--- src/rtl/dps_pkg.sv ---
package dps_pkg;

    typedef enum logic [1:0] {
        ST_IDLE  = 2'd0,
        ST_ARMED = 2'd1,
        ST_BUSY  = 2'd2
    } resp_state_e;

endpackage

--- src/rtl/dps_edge.sv ---
module dps_edge (
    input  logic clk,
    input  logic rst_n,
    input  logic sig,
    output logic rise,
    output logic fall
);
    logic prev_d, prev_q;

    always_comb begin
        prev_d = sig;
    end

    always_ff @(posedge clk or negedge rst_n) begin
        if (!rst_n) prev_q <= 1'b0;
        else        prev_q <= prev_d;
    end

    assign rise = sig & ~prev_q;
    assign fall = ~sig & prev_q;
endmodule

--- src/rtl/dps_busy_timer.sv ---
module dps_busy_timer #(
    parameter int W = 4
) (
    input  logic         clk,
    input  logic         rst_n,
    input  logic         load,
    input  logic [W-1:0] len,
    output logic         expire
);
    localparam logic [W-1:0] ONE = W'(1);

    logic [W-1:0] cnt_d, cnt_q;

    always_comb begin
        cnt_d = cnt_q;
        if (load)
            cnt_d = (len == '0) ? ONE : len;
        else if (cnt_q != '0)
            cnt_d = cnt_q - ONE;
    end

    always_ff @(posedge clk or negedge rst_n) begin
        if (!rst_n) cnt_q <= '0;
        else        cnt_q <= cnt_d;
    end

    assign expire = (cnt_q == ONE);
endmodule

--- src/rtl/dps_phase_bank.sv ---
module dps_phase_bank #(
    parameter int NCNT   = 5,
    parameter int NSTEPS = 6,
    parameter int PH_W   = 3,
    parameter int SEL_W  = 3
) (
    input  logic                 clk,
    input  logic                 rst_n,
    input  logic                 apply,
    input  logic                 up,
    input  logic [SEL_W-1:0]     sel,
    output logic [NCNT*PH_W-1:0] phase_all
);
    localparam logic [PH_W-1:0] TOP = PH_W'(NSTEPS - 1);
    localparam logic [PH_W-1:0] ONE = PH_W'(1);

    for (genvar i = 0; i < NCNT; i++) begin : g_cnt
        logic [PH_W-1:0] ph_d, ph_q;

        always_comb begin
            ph_d = ph_q;
            if (apply && (sel == SEL_W'(i))) begin
                if (up) ph_d = (ph_q == TOP) ? '0 : ph_q + ONE;
                else    ph_d = (ph_q == '0) ? TOP : ph_q - ONE;
            end
        end

        always_ff @(posedge clk or negedge rst_n) begin
            if (!rst_n) ph_q <= '0;
            else        ph_q <= ph_d;
        end

        assign phase_all[i*PH_W +: PH_W] = ph_q;
    end
endmodule

--- src/rtl/dps_responder.sv ---
module dps_responder
    import dps_pkg::*;
#(
    parameter int NCNT   = 5,
    parameter int NSTEPS = 6,
    parameter int BUSY_W = 4,
    parameter int SEL_W  = (NCNT > 1) ? $clog2(NCNT) : 1,
    parameter int PH_W   = (NSTEPS > 1) ? $clog2(NSTEPS) : 1
) (
    input  logic                 clk,
    input  logic                 rst_n,
    input  logic                 scan_clk,
    input  logic                 step_req,
    input  logic                 dir_up,
    input  logic [SEL_W-1:0]     cnt_sel,
    input  logic [BUSY_W-1:0]    busy_len,
    output logic                 done,
    output logic                 viol,
    output logic [NCNT*PH_W-1:0] phase_all
);
    typedef struct packed {
        resp_state_e      st;
        logic             req_lat;
        logic             rise1;
        logic             up;
        logic [SEL_W-1:0] sel;
        logic             done;
        logic             viol;
    } ctl_t;

    ctl_t d, q;
    logic s_rise, s_fall;
    logic tmr_load, tmr_expire, apply;

    dps_edge i_edge (
        .clk  (clk),
        .rst_n(rst_n),
        .sig  (scan_clk),
        .rise (s_rise),
        .fall (s_fall)
    );

    dps_busy_timer #(.W(BUSY_W)) i_timer (
        .clk   (clk),
        .rst_n (rst_n),
        .load  (tmr_load),
        .len   (busy_len),
        .expire(tmr_expire)
    );

    dps_phase_bank #(
        .NCNT(NCNT), .NSTEPS(NSTEPS), .PH_W(PH_W), .SEL_W(SEL_W)
    ) i_bank (
        .clk      (clk),
        .rst_n    (rst_n),
        .apply    (apply),
        .up       (q.up),
        .sel      (q.sel),
        .phase_all(phase_all)
    );

    always_comb begin
        d        = q;
        tmr_load = 1'b0;
        apply    = 1'b0;
        // the request level seen at each falling edge separates fresh from held requests
        if (s_fall) d.req_lat = step_req;
        unique case (q.st)
            ST_IDLE: begin
                if (s_fall && step_req && !q.req_lat) begin
                    d.st    = ST_ARMED;
                    d.rise1 = 1'b0;
                end
            end
            ST_ARMED: begin
                if ((s_rise || s_fall) && !step_req) begin
                    d.viol = 1'b1;
                    d.st   = ST_IDLE;
                end else if (s_rise) begin
                    if (q.rise1) begin
                        d.up     = dir_up;
                        d.sel    = cnt_sel;
                        d.done   = 1'b0;
                        tmr_load = 1'b1;
                        d.st     = ST_BUSY;
                    end else begin
                        d.rise1 = 1'b1;
                    end
                end
            end
            ST_BUSY: begin
                if (s_fall && step_req && !q.req_lat) d.viol = 1'b1;
                if (tmr_expire) begin
                    apply  = 1'b1;
                    d.done = 1'b1;
                    d.st   = ST_IDLE;
                end
            end
            default: d.st = ST_IDLE;
        endcase
    end

    always_ff @(posedge clk or negedge rst_n) begin
        if (!rst_n) begin
            q         <= '0;
            q.st      <= ST_IDLE;
            q.done    <= 1'b1;
        end else begin
            q <= d;
        end
    end

    assign done = q.done;
    assign viol = q.viol;
endmodule


--- config.mk ---
export PLATFORM = sky130hd
export DESIGN_NAME = dps_responder
export DESIGN_NICKNAME = d
export VERILOG_FILES = /design/src/rtl/dps_pkg.sv /design/src/rtl/dps_edge.sv /design/src/rtl/dps_busy_timer.sv /design/src/rtl/dps_phase_bank.sv /design/src/rtl/dps_responder.sv
export SDC_FILE = /design/constraint.sdc
export NUM_CORES = 1
export LEC_CHECK = 0
export BUFFER_PORTS_ARGS = -buffer_cell sky130_fd_sc_hd__buf_2
export CORE_MARGIN = 5
export CORE_UTILIZATION = 45
export DETAILED_ROUTE_END_ITERATION = 16
export PLACE_DENSITY = 0.68
export SKIP_CTS_REPAIR_TIMING = 1
export SLEW_MARGIN = 20
export SYNTH_ARGS = -nofsm -noshare
export SYNTH_HDL_FRONTEND = slang
export SYNTH_SLANG_ARGS = --single-unit
--- constraint.sdc ---
create_clock -name clk -period 1.8 [get_ports clk]
set_input_delay 0.36 -clock clk [delete_from_list [all_inputs] [get_ports clk]]
set_output_delay 0.36 -clock clk [all_outputs]
set_load 0.03 [all_outputs]
==> reports/metrics.yaml, run 1 <==
logic_synthesis:
  synth-seq-cells: 30
  syn_nets: 221
  synthFlopType: "dfrtp_1"
  synth.cell_area_sq_um: 1890
  ys_top_cells_by_area: "dfrtp_1 (38%), ha_1 (8.6%), mux2i_1 (3.7%), mux2_2 (3.6%), nor2_1 (3.4%)"
  netlist.area_leader.share: 0.383
  synth.avg_cell_area_sq_um: 9.66
  syn_inst: 196
  synthArstFlopShare: 1.00
  synth-edff-count: 0
  synth_cell_types: 46
  synth_seq_area_share: 0.397
  synth.largest_area_cell: "dfrtp_1"
  yosysWarningCount: 0
layout:
  fin_util: 0.586
  area_growth_pct: 24.7
  layout.nets: 268
  final_cell_mix: "dfrtp_1 (29), buf_2 (28), nor2_1 (17), buf_4 (17), inv_1 (15)"
  diodes: 0
  drive_gt1_frac: 0.299
  mostFrequentLayoutCell: "dfrtp_1"
timing:
  setup_tns_ps: -73.2
  fmaxAchievable_mhz: 547
  maxSlewViolCount: 0
  setup_violations: 4
  timing.final.crit_period_ps: 1830
  clock_skew_ps: 3.85
  worstMarginPinSlew_ps: 680
  rsz0062_at_grt: "yes"
  timing.final.crit_share: 1.02
  hold_viol: 0
  layout_setup_ws_ps: -27.6
  hold_slack_ps: 109
  relSlewSlack: 0.547
detailed_routing:
  drt_iter0_markers: 46
  wl_um: 3800
  num_vias: 1582
  via_per_inst: 5.38
  drt-wirelength-per-cell_um: 12.9
  first_pass_iters: 4
  postRouteAntennaNets: 0
  post-route-drc-count: 0
clock_tree:
  cts_buffers: 5
  cts-root-buf: "clkbuf_8"
  cts.reportedPaths.clkPinSlew_ps: 60
  cts.sinks: 30
  cts_tree: "yes"
  clk_latency_ps: 280
  cts_max_level: 2
  clock_path_buffers: 2
critical_path:
  r2r_slack_ps: -30
  rr_worst_depth: 8
  cp-startpoint: "q[8]"
  cp-start-kind: "flop"
  rr_startpoint: "q[8]"
  cp_max_fo: 5
  critPathCaptureType: "flop"
  cp.required_ps: 1970
  arrival_ps: 2000
  worstReg2RegEnd: "i_bank.g_cnt[1].ph_q[1]"
  crit_type: "reg -> reg"
global_routing:
  grtUsageTotal: 0.146
  grt_overflow: 0
  antenna_found_initial: 0
  grt_pass1_vias: 1429
  grt_max_degree: 31
  grt_pass1_wl_um: 6220
placement:
  port_buffers: 28
  dp_hpwl_um: 2730
  place_congestion: 0.787
status:
  status: "finished, violations left"
  violations: "negative setup slack"
min_path:
  hold_path_class: "in -> async"
die:
  dieHeight_um: 74.9
  die_w_um: 74.9
  die_area_sq_um: 5600
  io_pins: 29
  initial_core_util: 0.470
  rows: 23
  core_area_sq_um: 4030
flow_run:
  maxCapViolCount: 0
pwr:
  power_density_nw_per_um2: 970
  p_leak_nw: 1.16
  ir_worst_vdd_v: 0.000663
[metrics by stage]
stage               total power, mW  setup WS [ps]  cell area (sq um)  instances
CTS                            2.27          -53.3               2260        288
global route                   2.45           -170               2360        294
global placement               1.66           36.0               2160        280
finish                         2.29          -27.6               2360        294
detailed placement             1.69          -25.6               2160        280
floorplan                      1.43           37.2               1890        196
[routing by layer]
metal / vias up / share of wire / track usage
met5: - / 0 / 0
met4: 0 / 0.013 / 0.0474
met1: 738 / 0.47 / 0.186
li1: 810 / - / -
met2: 29 / 0.46 / 0.231
met3: 5 / 0.048 / 0.0534
[registers in the layout, indices dropped and copies added, names as in the netlist]
signal and cells:
done 1, i_bank.g_cnt.ph_q 15, i_edge.prev_q 1, i_timer.cnt_q 4
q 8, viol 1
[layout make-up]
class | count | area [sq um]
Tap cell | 50 | 62.6
Inverter | 16 | 60.1
Timing Repair Buffer | 47 | 290
Sequential cell | 30 | 752
Multi-Input combinational cell | 143 | 1100
Fill cell | 364 | 1670
Clock inverter | 1 | 5.00
Clock buffer | 7 | 86.3
[critical path, cell delays in order (launching register included)]
cell and delay (ps):
dfrtp_1 380, inv_2 90, ha_4 130, nor4bb_4 330, buf_4 190, buf_4 110
buf_6 90, nand2_4 60, a221o_1 330
[cell usage after synthesis (all sizes together), types with 2 or more instances]
cell type and number:
mux2 9, nor3 8, inv 16, or3 3, nor4bb 2, dfrtp 29, nor2 17, nand2 11
a22oi 2, xnor2 2, o211ai 5, nand2b 2, a21oi 11, mux2i 7, nand3 7, o21ai 6
a32oi 2, nor2b 2, nand4 3, ha 13, nor3b 7, nand3b 7, buf 3, clkbuf 4
[kinds of logic (layout without fill, tap and decap cells)]
family                     Yosys count  count (layout)  share of synthesized area
xor gates and xnor gates             2               2                    0.00925
DFF                                 30              30                      0.397
and+or+nand+nor                     74              74                      0.228
buffers and inverters               23              71                     0.0502
AOI/OAI and AO/OA                   38              38                      0.139
adders and majority gates           13              13                     0.0859
muxes                               16              16                     0.0905
[how the worst max path moves through the flow]
stage | cells after the start | slack (ps) | endpoint
global route | 7 | -170 | i_bank.g_cnt[0].ph_q[1]
global placement | 7 | 40 | i_bank.g_cnt[0].ph_q[1]
detailed placement | 7 | -30 | i_bank.g_cnt[0].ph_q[1]
CTS | 7 | -50 | i_bank.g_cnt[4].ph_q[2]
finish | 8 | -30 | i_bank.g_cnt[1].ph_q[1]
floorplan | 8 | 40 | i_bank.g_cnt[3].ph_q[1]
[report_power, final]
part / internal [mW] / switching (mW) / leakage (nW)
registers: 0.791 / 0.141 / 0.396
clock network: 0.308 / 0.251 / 0.0482
logic: 0.385 / 0.414 / 0.716
total: 1.48 / 0.806 / 1.16
No activity file was read; power rests on OpenSTA's default activity.
==> run 2: changes to the inputs <==
--- a/config.mk
+++ b/config.mk
@@ -6,6 +6,7 @@
 export NUM_CORES = 1
 export LEC_CHECK = 0
 export BUFFER_PORTS_ARGS = -buffer_cell sky130_fd_sc_hd__buf_2
+export CORE_ASPECT_RATIO = 1.4
 export CORE_MARGIN = 5
 export CORE_UTILIZATION = 45
 export DETAILED_ROUTE_END_ITERATION = 16
==> run 2 against run 1 <==
Net effect: the flow now finishes without violations; worst hold slack gained 3.3 ps; global-route usage is 0.24 points higher; first-iteration DRC count up 74%; die area rose by 0.32%; power shrank 0.36%; clock skew up 1.3 ps; flip-flop and latch count unchanged; via count decreased by 1.6%; core utilization down 3.3 points; clock power hardly changed; critical path depth down 1; largest cell class unchanged.
==> reports/metrics.yaml, run 2 (synthesis gave the netlist of run 1 again) <==
pwr:
  p_leak_nw: 1.13  # was 1.16 nW
  p_total_mw: 2.28  # was 2.29 mW
  power_density_nw_per_um2: 989  # was 970 nW/um^2
  ir_worst_vdd_v: 0.000723  # was 0.000663 V
min_path:
  hold_path_class: "in -> async"  # unchanged
die:
  rows: 28  # was 23
  core_area_sq_um: 4170  # was 4030 sq um
  dieHeight_um: 86.7  # was 74.9 um
  die_w_um: 64.8  # was 74.9 um
  initial_core_util: 0.454  # was 0.470
  io_pins: 29  # unchanged
  die_area_sq_um: 5620  # was 5600 sq um
layout:
  top_register: "i_bank.g_cnt.ph_q"  # unchanged
  fin_area_sq_um: 2310  # was 2360 sq um
  largest_registers: "i_bank.g_cnt.ph_q (15), q (8), i_timer.cnt_q (4)"  # unchanged
  diodes: 0  # unchanged
  largest_reg_flops: 15  # unchanged
  layout.nets: 265  # was 268
  fill_cells: 369  # was 364
  drive_gt1_frac: 0.282  # was 0.299
  stdcell_count: 286  # was 294
  mostFrequentLayoutCell: "dfrtp_1"  # unchanged
  final_cell_mix: "dfrtp_1 (29), buf_2 (28), nor2_1 (17), inv_1 (15), buf_4 (14)"  # was dfrtp_1 (29), buf_2 (28), nor2_1 (17), buf_4 (17), inv_1 (15)
  area_growth_pct: 21.9  # was 24.7%
global_routing:
  grt_overflow: 0  # unchanged
  grt_pass1_wl_um: 6470  # was 6220 um
  antenna_found_initial: 0  # unchanged
  grt_max_degree: 31  # unchanged
  grtUsageTotal: 0.149  # was 0.146
  grt_pass1_vias: 1472  # was 1429
detailed_routing:
  wl_um: 3840  # was 3800 um
  drt-wirelength-per-cell_um: 13.4  # was 12.9 um
  met3_length_um: 183  # was 181 um
  num_vias: 1557  # was 1582
  wl_met1_um: 1690  # was 1800 um
  post-route-drc-count: 0  # unchanged
  via_per_inst: 5.44  # was 5.38
  wl_met2_um: 1890  # was 1760 um
  drt_iter0_markers: 80  # was 46
  first_pass_iters: 4  # unchanged
  postRouteAntennaNets: 0  # unchanged
  top_layer_used: "met4"  # unchanged
critical_path:
  critPathCaptureType: "flop"  # unchanged
  cp.required_ps: 2010  # was 1970 ps
  crit_type: "reg -> reg"  # unchanged
  worst_path_max_delay_cell: "dfrtp_1"  # unchanged
  cp_max_fo: 7  # was 5
  path_delay_family: "compound AO/OA/AOI/OAI gates"  # was buffers and inverters
  critical_path_buf_inv_count: 2  # was 4
  arrival_ps: 1970  # was 2000 ps
  cpPeakStageDelay_ps: 380  # about the same
  cp-start-kind: "flop"  # unchanged
  path_cells: "inv_2 -> ha_4 -> nor4bb_4 -> buf_6 -> nand3b_4 -> o41a_1 -> o211ai_1"  # was inv_2 -> ha_4 -> nor4bb_4 -> buf_4 -> buf_4 -> buf_6 -> nand2_4 -> a221o_1
placement:
  dp.cells: 276  # was 280
  port_buffers: 28  # unchanged
  dp_hpwl_um: 2780  # was 2730 um
  place_area_sq_um: 2170  # was 2160 sq um
  dp_slack_ps: -37.2  # was -25.6 ps
  place_congestion: 0.767  # was 0.787
clock_tree:
  cts.reportedPaths.clkPinSlew_ps: 60  # about the same
  cts_tree: "yes"  # unchanged
  clock_path_buffers: 2  # unchanged
  cts_buffers: 5  # unchanged
  clk_latency_ps: 290  # was 280 ps
  cts_max_level: 2  # unchanged
  cts.sinks: 30  # unchanged
  cts-root-buf: "clkbuf_8"  # unchanged
timing:
  timing.final.crit_period_ps: 1770  # was 1830 ps
  maxSlewViolCount: 0  # unchanged
  clock_skew_ps: 5.13  # was 3.85 ps
  fmaxAchievable_mhz: 566  # was 547 MHz
  setup_violations: 0  # was 4
  timing.final.crit_share: 0.981  # was 1.02
  worstMarginPinSlew_ps: 686  # was 680 ps
  hold_viol: 0  # unchanged
  layout_setup_ws_ps: 33.9  # was -27.6 ps
  relSlewSlack: 0.543  # was 0.547
  rsz0062_at_grt: "yes"  # unchanged
  hold_slack_ps: 113  # was 109 ps
flow_run:
  maxCapViolCount: 0  # unchanged
status:
  status: "finished clean"  # was finished, violations left
-- run 2: worst reg2reg max path, cell delays in order (launching register included) --
cell and delay, ps:
dfrtp_1 380, inv_2 80, ha_4 140, nor4bb_4 340, buf_6 190, nand3b_4 90, o41a_1 320, o211ai_1 150
-- run 2: final cells by class --
type	count	area, sq um	share of cell area
clock buffers	7	86.3	0.0374
clock inverters	1	5.00	0.00217
inverters	16	60.1	0.0260
multi-input cells	143	1080	0.468
flip-flops and latches	30	752	0.326
well taps	45	56.3	0.0244
repair buffers	44	268	0.116
-- run 2: path summary, 6_finish.rpt --
kind                          start                      end  slack, ps  depth (start not counted)
hold / removal                rst_n  i_bank.g_cnt[4].ph_q[0]        110                          1
max in group asynchronous     rst_n  i_bank.g_cnt[1].ph_q[1]       1240                          1
setup / recovery               q[8]  i_bank.g_cnt[0].ph_q[1]         30                          7
setup reg to reg               q[8]  i_bank.g_cnt[0].ph_q[1]         30                          7
hold reg to reg                q[6]                     q[6]        470                          2
min in group clk           scan_clk            i_edge.prev_q        210                          1
-- run 2: layer usage --
metal / up-vias / GRT usage
met5: - / 0
met4: 0 / 0.0635
met3: 7 / 0.0493
met2: 31 / 0.253
met1: 726 / 0.168
li1: 793 / -
-- run 2: stage by stage --
step | TNS, ps | util
3_3_place_gp | 0 | 0.520
4_1_cts | -260 | 0.541
3_5_place_dp | -126 | 0.520
6_report | 0 | 0.553
2_1_floorplan | 0 | -
5_1_grt | -262 | 0.553
-- run 2: power by group --
part	internal, mW	switching, mW	total, mW
clock	0.308	0.252	0.560
combinational	0.387	0.413	0.800
sequential	0.791	0.131	0.922
total	1.49	0.796	2.28
